`config.mk`:
```
export PLATFORM = sky130hd
export DESIGN_NAME = dmp_prefetcher
export DESIGN_NICKNAME = d
export VERILOG_FILES = /design/src/rtl/dmp_pkg.sv /design/src/rtl/dmp_hint_table.sv /design/src/rtl/dmp_hist_filter.sv /design/src/rtl/dmp_req_fifo.sv /design/src/rtl/dmp_prefetcher.sv
export SDC_FILE = /design/constraint.sdc
export NUM_CORES = 2
export LEC_CHECK = 0
export BUFFER_PORTS_ARGS = -buffer_cell sky130_fd_sc_hd__buf_2
export CORE_AREA = 2 2 283 285
export CTS_BUF_LIST = sky130_fd_sc_hd__clkbuf_16
export CTS_CLUSTER_DIAMETER = 120
export CTS_CLUSTER_SIZE = 20
export DETAILED_ROUTE_END_ITERATION = 16
export DIE_AREA = 0 0 285 287
export GPL_ROUTABILITY_DRIVEN = 0
export HOLD_SLACK_MARGIN = 0.12
export PLACE_DENSITY = 0.76
export SLEW_MARGIN = 20
export SYNTH_ARGS = -nofsm -noshare
export SYNTH_HDL_FRONTEND = slang
export SYNTH_SLANG_ARGS = --single-unit
```
`constraint.sdc`:
```
create_clock -name clk -period 7.7 [get_ports clk]
set_clock_uncertainty 0.2 [all_clocks]
set_input_delay 2.31 -clock clk [delete_from_list [all_inputs] [get_ports clk]]
set_output_delay 2.31 -clock clk [all_outputs]
set_load 0.005 [all_outputs]
```
`src/rtl/dmp_pkg.sv`:
```
`timescale 1ns/1ps
package dmp_pkg;

    localparam int WORD_W     = 64;
    localparam int LINE_WORDS = 8;
    localparam int OFF_W      = 6;
    localparam int LINE_W     = WORD_W * LINE_WORDS;

    typedef enum logic {
        SRC_L2   = 1'b0,
        SRC_DRAM = 1'b1
    } fill_src_e;

    typedef enum logic {
        ST_IDLE = 1'b0,
        ST_SCAN = 1'b1
    } scan_st_e;

    typedef logic [LINE_WORDS-1:0][WORD_W-1:0] line_t;

    // A value counts as a candidate address when nothing lies above the
    // virtual address width, it is non-null and it lies in [lo, hi).
    function automatic logic ptr_like(input logic [WORD_W-1:0] w,
                                      input int                va_w,
                                      input logic [WORD_W-1:0] lo,
                                      input logic [WORD_W-1:0] hi);
        logic upper_clear;
        upper_clear = ((w >> va_w) == '0);
        return upper_clear && (w != '0) && (w >= lo) && (w < hi);
    endfunction

endpackage

```
`src/rtl/dmp_hint_table.sv`:
```
`timescale 1ns/1ps
module dmp_hint_table #(
    parameter int N_LINES = 64,
    localparam int IDX_W  = $clog2(N_LINES)
) (
    input  logic               clk,
    input  logic               rst,
    input  logic [IDX_W-1:0]   rd_idx,
    output logic               rd_hint,
    input  logic               set_en,
    input  logic [IDX_W-1:0]   set_idx,
    input  logic               clr_en,
    input  logic [IDX_W-1:0]   clr_idx,
    output logic [N_LINES-1:0] hints
);

    logic [N_LINES-1:0] bits_q;

    always_ff @(posedge clk) begin
        if (rst) begin
            bits_q <= '0;
        end else begin
            if (clr_en) bits_q[clr_idx] <= 1'b0;
            // set is applied last, so it wins a same-index collision
            if (set_en) bits_q[set_idx] <= 1'b1;
        end
    end

    assign rd_hint = bits_q[rd_idx];
    assign hints   = bits_q;

endmodule

```
`src/rtl/dmp_hist_filter.sv`:
```
`timescale 1ns/1ps
module dmp_hist_filter #(
    parameter int LA_W   = 42,
    parameter int HIST_N = 8,
    localparam int HB    = $clog2(HIST_N)
) (
    input  logic            clk,
    input  logic            rst,
    input  logic [LA_W-1:0] look_la,
    output logic            hit,
    input  logic            wr_en,
    input  logic [LA_W-1:0] wr_la
);

    logic [HIST_N-1:0]           vld_q;
    logic [HIST_N-1:0][LA_W-1:0] tag_q;
    logic [HB-1:0]               look_slot;
    logic [HB-1:0]               wr_slot;

    assign look_slot = look_la[HB-1:0];
    assign wr_slot   = wr_la[HB-1:0];
    assign hit       = vld_q[look_slot] && (tag_q[look_slot] == look_la);

    always_ff @(posedge clk) begin
        if (rst) begin
            vld_q <= '0;
            tag_q <= '0;
        end else if (wr_en) begin
            vld_q[wr_slot] <= 1'b1;
            tag_q[wr_slot] <= wr_la;
        end
    end

endmodule

```
`src/rtl/dmp_req_fifo.sv`:
```
`timescale 1ns/1ps
module dmp_req_fifo #(
    parameter int W     = 48,
    parameter int DEPTH = 4,
    localparam int PW   = (DEPTH > 1) ? $clog2(DEPTH) : 1,
    localparam int CW   = $clog2(DEPTH + 1)
) (
    input  logic         clk,
    input  logic         rst,
    input  logic         push,
    input  logic [W-1:0] din,
    output logic         full,
    output logic         out_valid,
    input  logic         out_ready,
    output logic [W-1:0] dout
);

    logic [DEPTH-1:0][W-1:0] mem_q;
    logic [PW-1:0]           wr_q, rd_q;
    logic [CW-1:0]           cnt_q;
    logic                    pop;

    assign full      = (cnt_q == CW'(DEPTH));
    assign out_valid = (cnt_q != '0);
    assign dout      = mem_q[rd_q];
    assign pop       = out_valid && out_ready;

    function automatic logic [PW-1:0] bump(input logic [PW-1:0] p);
        return (p == PW'(DEPTH - 1)) ? '0 : p + PW'(1);
    endfunction

    always_ff @(posedge clk) begin
        if (rst) begin
            mem_q <= '0;
            wr_q  <= '0;
            rd_q  <= '0;
            cnt_q <= '0;
        end else begin
            if (push) begin
                mem_q[wr_q] <= din;
                wr_q        <= bump(wr_q);
            end
            if (pop) rd_q <= bump(rd_q);
            case ({push, pop})
                2'b10:   cnt_q <= cnt_q + CW'(1);
                2'b01:   cnt_q <= cnt_q - CW'(1);
                default: cnt_q <= cnt_q;
            endcase
        end
    end

endmodule

```
`src/rtl/dmp_prefetcher.sv`:
```
`timescale 1ns/1ps
module dmp_prefetcher #(
    parameter int          N_LINES  = 64,
    parameter int          VA_W     = 48,
    parameter logic [63:0] WIN_LO   = 64'h0000_0000_1000_0000,
    parameter logic [63:0] WIN_HI   = 64'h0000_7FFF_FFFF_F000,
    parameter int          HIST_N   = 8,
    parameter int          FIFO_D   = 4,
    parameter int          CNT_W    = 16,
    parameter logic [1:0]  SRC_MASK = 2'b11,
    localparam int         IDX_W    = $clog2(N_LINES)
) (
    input  logic                clk,
    input  logic                rst,
    input  logic                fill_valid,
    output logic                fill_ready,
    input  logic [IDX_W-1:0]    fill_idx,
    input  logic                fill_src,
    input  logic [511:0]        fill_data,
    input  logic                evict_valid,
    input  logic [IDX_W-1:0]    evict_idx,
    input  logic                evict_both,
    output logic                pf_valid,
    input  logic                pf_ready,
    output logic [VA_W-1:0]     pf_addr,
    output logic [CNT_W-1:0]    drop_cnt
);

    import dmp_pkg::*;

    localparam int LA_W = VA_W - OFF_W;
    localparam int WI_W = $clog2(LINE_WORDS);

    scan_st_e               state_q;
    logic [WI_W-1:0]        widx_q;
    line_t                  line_q;
    logic [LINE_WORDS-1:0]  mask_q;
    logic [LINE_WORDS-1:0]  ptr_vec;
    logic                   any_ptr, accept, src_ok, hinted, start;
    logic [WORD_W-1:0]      cur_word;
    logic [LA_W-1:0]        cur_la;
    logic                   hist_hit, cand, fifo_full, push, drop;
    logic [N_LINES-1:0]     hint_vec;

    // per-word candidate test on the incoming line
    for (genvar g = 0; g < LINE_WORDS; g++) begin : g_word
        assign ptr_vec[g] = ptr_like(fill_data[g*WORD_W +: WORD_W], VA_W, WIN_LO, WIN_HI);
    end

    assign any_ptr    = |ptr_vec;
    assign fill_ready = (state_q == ST_IDLE);
    assign accept     = fill_valid && fill_ready;
    assign src_ok     = SRC_MASK[fill_src];
    assign start      = accept && src_ok && !hinted && any_ptr;

    dmp_hint_table #(.N_LINES(N_LINES)) u_hint (
        .clk     (clk),
        .rst     (rst),
        .rd_idx  (fill_idx),
        .rd_hint (hinted),
        .set_en  (start),
        .set_idx (fill_idx),
        .clr_en  (evict_valid && evict_both),
        .clr_idx (evict_idx),
        .hints   (hint_vec)
    );

    always_ff @(posedge clk) begin
        if (rst) begin
            state_q <= ST_IDLE;
            widx_q  <= '0;
            line_q  <= '0;
            mask_q  <= '0;
        end else begin
            case (state_q)
                ST_IDLE: begin
                    if (start) begin
                        line_q  <= fill_data;
                        mask_q  <= ptr_vec;
                        widx_q  <= '0;
                        state_q <= ST_SCAN;
                    end
                end
                ST_SCAN: begin
                    widx_q <= widx_q + WI_W'(1);
                    if (widx_q == WI_W'(LINE_WORDS - 1)) state_q <= ST_IDLE;
                end
                default: state_q <= ST_IDLE;
            endcase
        end
    end

    assign cur_word = line_q[widx_q];
    assign cur_la   = cur_word[VA_W-1:OFF_W];

    dmp_hist_filter #(.LA_W(LA_W), .HIST_N(HIST_N)) u_hist (
        .clk     (clk),
        .rst     (rst),
        .look_la (cur_la),
        .hit     (hist_hit),
        .wr_en   (push),
        .wr_la   (cur_la)
    );

    assign cand = (state_q == ST_SCAN) && mask_q[widx_q] && !hist_hit;
    assign push = cand && !fifo_full;
    assign drop = cand && fifo_full;

    dmp_req_fifo #(.W(VA_W), .DEPTH(FIFO_D)) u_fifo (
        .clk       (clk),
        .rst       (rst),
        .push      (push),
        .din       ({cur_la, {OFF_W{1'b0}}}),
        .full      (fifo_full),
        .out_valid (pf_valid),
        .out_ready (pf_ready),
        .dout      (pf_addr)
    );

    always_ff @(posedge clk) begin
        if (rst)                         drop_cnt <= '0;
        else if (drop && drop_cnt != '1) drop_cnt <= drop_cnt + CNT_W'(1);
    end

endmodule

```
==> impl_metrics.py <==
metrics = {
    "clock_network": {
        "post_cts_resized": 0,
        "cts.clk_slew.worst_paths_ps": 90,
        "cts_max_path_buffers": 3,
        "root_buffer": "clkbuf_16",
        "numClockSinks": 947,
        "holdBufCountCts": 0,
        "cts_setup_buffers": 0,
        "numCtsBuffers": 53,
        "cts_tree": "done",
        "clock_latency_ps": 670,
        "h-tree-depth": 2,
    },
    "yosys": {
        "netlist_area_mm2": 0.0429,
        "synth_ff_type": "dfxtp_1",
        "ys_ff_latch": 947,
        "ys_seq_area_frac": 0.442,
        "synth-edff-count": 0,
        "yosys_warnings": 0,
        "syn_area_per_cell_um2": 9.09,
        "ys_types": 67,
        "syn_inst": 4718,
        "async_reset_ff_frac": 0,
    },
    "finish": {
        "drive_gt1_frac": 0.191,
        "nFillCells": 6776,
        "stdcell_area_mm2": 0.0477,
        "final_core_util": 0.606,
        "nNetsFinal": 5534,
        "syn_to_final_growth_pct": 11.1,
    },
    "power": {
        "p_sw_w": 0.00190,
        "p_seq_frac": 0.599,
        "power.clock.fraction": 0.357,
        "power_leakage_nw": 18.0,
        "power_frac_comb": 0.044,
        "powerDensity_mw_per_mm2": 171,
        "internal-power_w": 0.00627,
        "swShare": 0.233,
        "vdd_drop_max_v": 0.000157,
    },
    "die": {
        "die_h_um": 287,
        "start_util": 0.546,
        "placementRows": 103,
        "ios": 597,
        "core_area_mm2": 0.0786,
        "dieArea_mm2": 0.0818,
        "die_w_um": 285,
    },
    "placed_design": {
        "placed_area_mm2": 0.0461,
        "dp_hpwl_um": 105000,
        "port_buffers": 541,
    },
    "detailed_routing": {
        "drc_errors": 0,
        "first_pass_iters": 6,
        "wl_met1_um": 55700,
        "drtIter0Drc": 5161,
        "dr_wl_met3_um": 13800,
        "wl_um": 150000,
        "wl_met2_um": 69700,
        "antenna_left": 0,
        "highest_layer": "met5",
        "vias_per_cell": 6.30,
        "num_vias": 38400,
        "wire_per_inst_um": 24.5,
    },
    "global_route": {
        "grt_pass1_wl_um": 220000,
        "overflow": 0,
        "grt_use_total": 0.350,
        "grt_max_degree": 196,
        "antenna_found_initial": 55,
        "grt_pass1_vias": 36100,
    },
    "sta": {
        "rsz0062_at_grt": "false",
        "period_minus_slack_ps": 6480,
        "slew_viol_final": 0,
        "tns_ps": 0,
        "fmax_mhz": 154,
        "final_hold_viol_count": 0,
        "worstMarginPinSlew_ps": 1130,
        "maxSlewHeadroom": 0.223,
        "finalCritPeriodShare": 0.841,
        "setup_viol": 0,
    },
    "hold_path": {
        "min-delay-start": "line_q[162]",
        "holdPathEnd": "line_q[162]",
        "whs_path_depth": 2,
        "hp-class": "reg -> reg",
    },
    "critical_path": {
        "ff2ff_path_depth": 16,
        "critPathMaxFanout": 29,
        "critical_path.cell_chain": "buf_4 -> mux4_2 -> mux2i_1 -> a21oi_1 -> or4_1 -> or4_1 -> or4_4 -> nor4_4 -> nor3_2 -> inv_1 -> ha_1 -> inv_1 -> fa_1 -> xor2_1 -> or3_1 -> a21oi_1",
        "worstSetupPathType": "reg -> reg",
        "cp.required_ps": 8070,
        "r2r_start": "widx_q[0]",
        "cp-end-kind": "register",
        "crit_slowest_cell": "mux2i_1",
        "timing.rr.end": "u_fifo.cnt_q[2]",
        "cp.arrival_ps": 6850,
        "worst_setup_path_start_kind": "register",
        "max_stage_delay_ps": 860,
        "reg2reg_slack_ps": 1220,
    },
    "outcome": {
        "status": "complete, no violations",
    },
    "run": {
        "max_cap_viol_count": 0,
    },
}
final cells by class:
type,count,area [um^2],area share
diodes,47,118,0.00247
clock inverters,6,63.8,0.00134
multi-input cells,3327,22100,0.464
well taps,1050,1310,0.0276
flip-flops and latches,947,19000,0.398
repair buffers,636,3590,0.0753
inverters,28,113,0.00236
clock buffers,54,1350,0.0284
worst max-delay path by stage:
stage                         start              end  slack (ps)  cells after the start
final                     widx_q[0]  u_fifo.cnt_q[2]        1220                     16
after global routing      widx_q[0]  u_fifo.cnt_q[2]        1000                     16
after CTS                 widx_q[0]  u_fifo.cnt_q[2]        1260                     18
after detailed placement  widx_q[0]  u_fifo.cnt_q[2]        1310                     18
after global placement    widx_q[0]  u_fifo.cnt_q[2]        1380                     16
after floorplan           widx_q[0]  u_fifo.cnt_q[2]        2110                     21
registers in the layout (all words and copies together) (netlist names):
signal and count:
line_q 336, u_fifo.wr_q 2, u_fifo.cnt_q 3, u_fifo.mem_q 168
u_fifo.rd_q 2, drop_cnt 16, u_hist.vld_q 8, state_q 1
u_hist.tag_q 336, mask_q 8, u_hint.hints 64, widx_q 3
placed cells by master (no fill, tap or decap), types with 10 or more instances in the layout:
master	instances
buf_4	81
a21oi_2	30
xnor2_1	23
dfxtp_1	942
nand2b_1	13
and3_1	33
diode_2	47
a22oi_1	10
clkbuf_16	54
a311oi_1	118
nor4_1	79
a21oi_1	550
mux2_1	13
nor2b_1	13
or4_1	16
mux4_2	150
or2_2	43
inv_1	29
o31ai_1	12
nor2_1	68
nor3_1	25
mux2i_1	510
o221ai_1	24
o21ai_0	69
nand2_1	1231
nand4_1	99
buf_2	540
mux2_2	15
nand3_1	36
a32oi_1	27
buf_12	12
xor2_1	15
routing by layer:
metal / vias up / global-route usage
met5: - / 0
met4: 6 / 0.235
met3: 426 / 0.0532
met2: 2172 / 0.555
met1: 18500 / 0.444
li1: 17300 / -
synthesized netlist by cell type (17+ instances only):
cell type | number | area [um^2]
a21oi_1 | 550 | 2750
a21oi_2 | 30 | 263
a311oi_1 | 118 | 1030
a32oi_1 | 27 | 236
and3_1 | 34 | 213
buf_1 | 64 | 240
buf_2 | 77 | 385
clkbuf_1 | 263 | 987
dfxtp_1 | 947 | 19000
inv_1 | 28 | 105
mux2i_1 | 510 | 5100
mux4_2 | 151 | 3400
nand2_1 | 1233 | 4630
nand3_1 | 37 | 185
nand4_1 | 99 | 619
nor2_1 | 68 | 255
nor3_1 | 26 | 130
nor4_1 | 79 | 494
o21ai_0 | 69 | 345
o221ai_1 | 24 | 210
or2_2 | 43 | 269
or4_1 | 17 | 128
xnor2_1 | 23 | 201
power by group through the flow:
stage	Sequential [W]	Combinational [W]	Clock, W
finish	0.00489	0.000357	0.00292
global route	0.00489	0.000370	0.00310
CTS	0.00489	0.000342	0.00293
detailed placement	0.00501	0.000341	0
global placement	0.00501	0.000341	0
floorplan	0.00501	0.000115	0
kinds of logic (layout without fill, tap and decap cells):
kind of cell / count (synthesis) / in the layout / share of synthesized area
xor gates and xnor gates: 38 / 38 / 0.00776
adders and majority gates: 10 / 10 / 0.00309
and+or+nand+nor: 1705 / 1705 / 0.173
DFF: 947 / 947 / 0.442
buffers and inverters: 449 / 724 / 0.0438
AOI/OAI and AO/OA: 879 / 879 / 0.124
other: 1 / 53 / 0.0000874
muxes: 689 / 689 / 0.206
metrics by stage:
stage	worst slack (ps)	total power, W	hold WS, ps	std cells
global placement	1380	0.00535	232	5988
finish	1220	0.00816	253	6095
floorplan	2110	0.00512	222	4723
global route	1000	0.00836	261	6092
detailed placement	1310	0.00535	241	5988
CTS	1260	0.00816	253	6048
critical path: cells and delay by family (launching register included):
kind,cells,cell delay [ps]
AOI/OAI and AO/OA,2,190
muxes,2,1460
DFF,1,590
xor gates and xnor gates,1,160
buffers and inverters,3,700
adders and majority gates,2,560
and+or+nand+nor,6,2510
(Power assumes the default switching activity.)
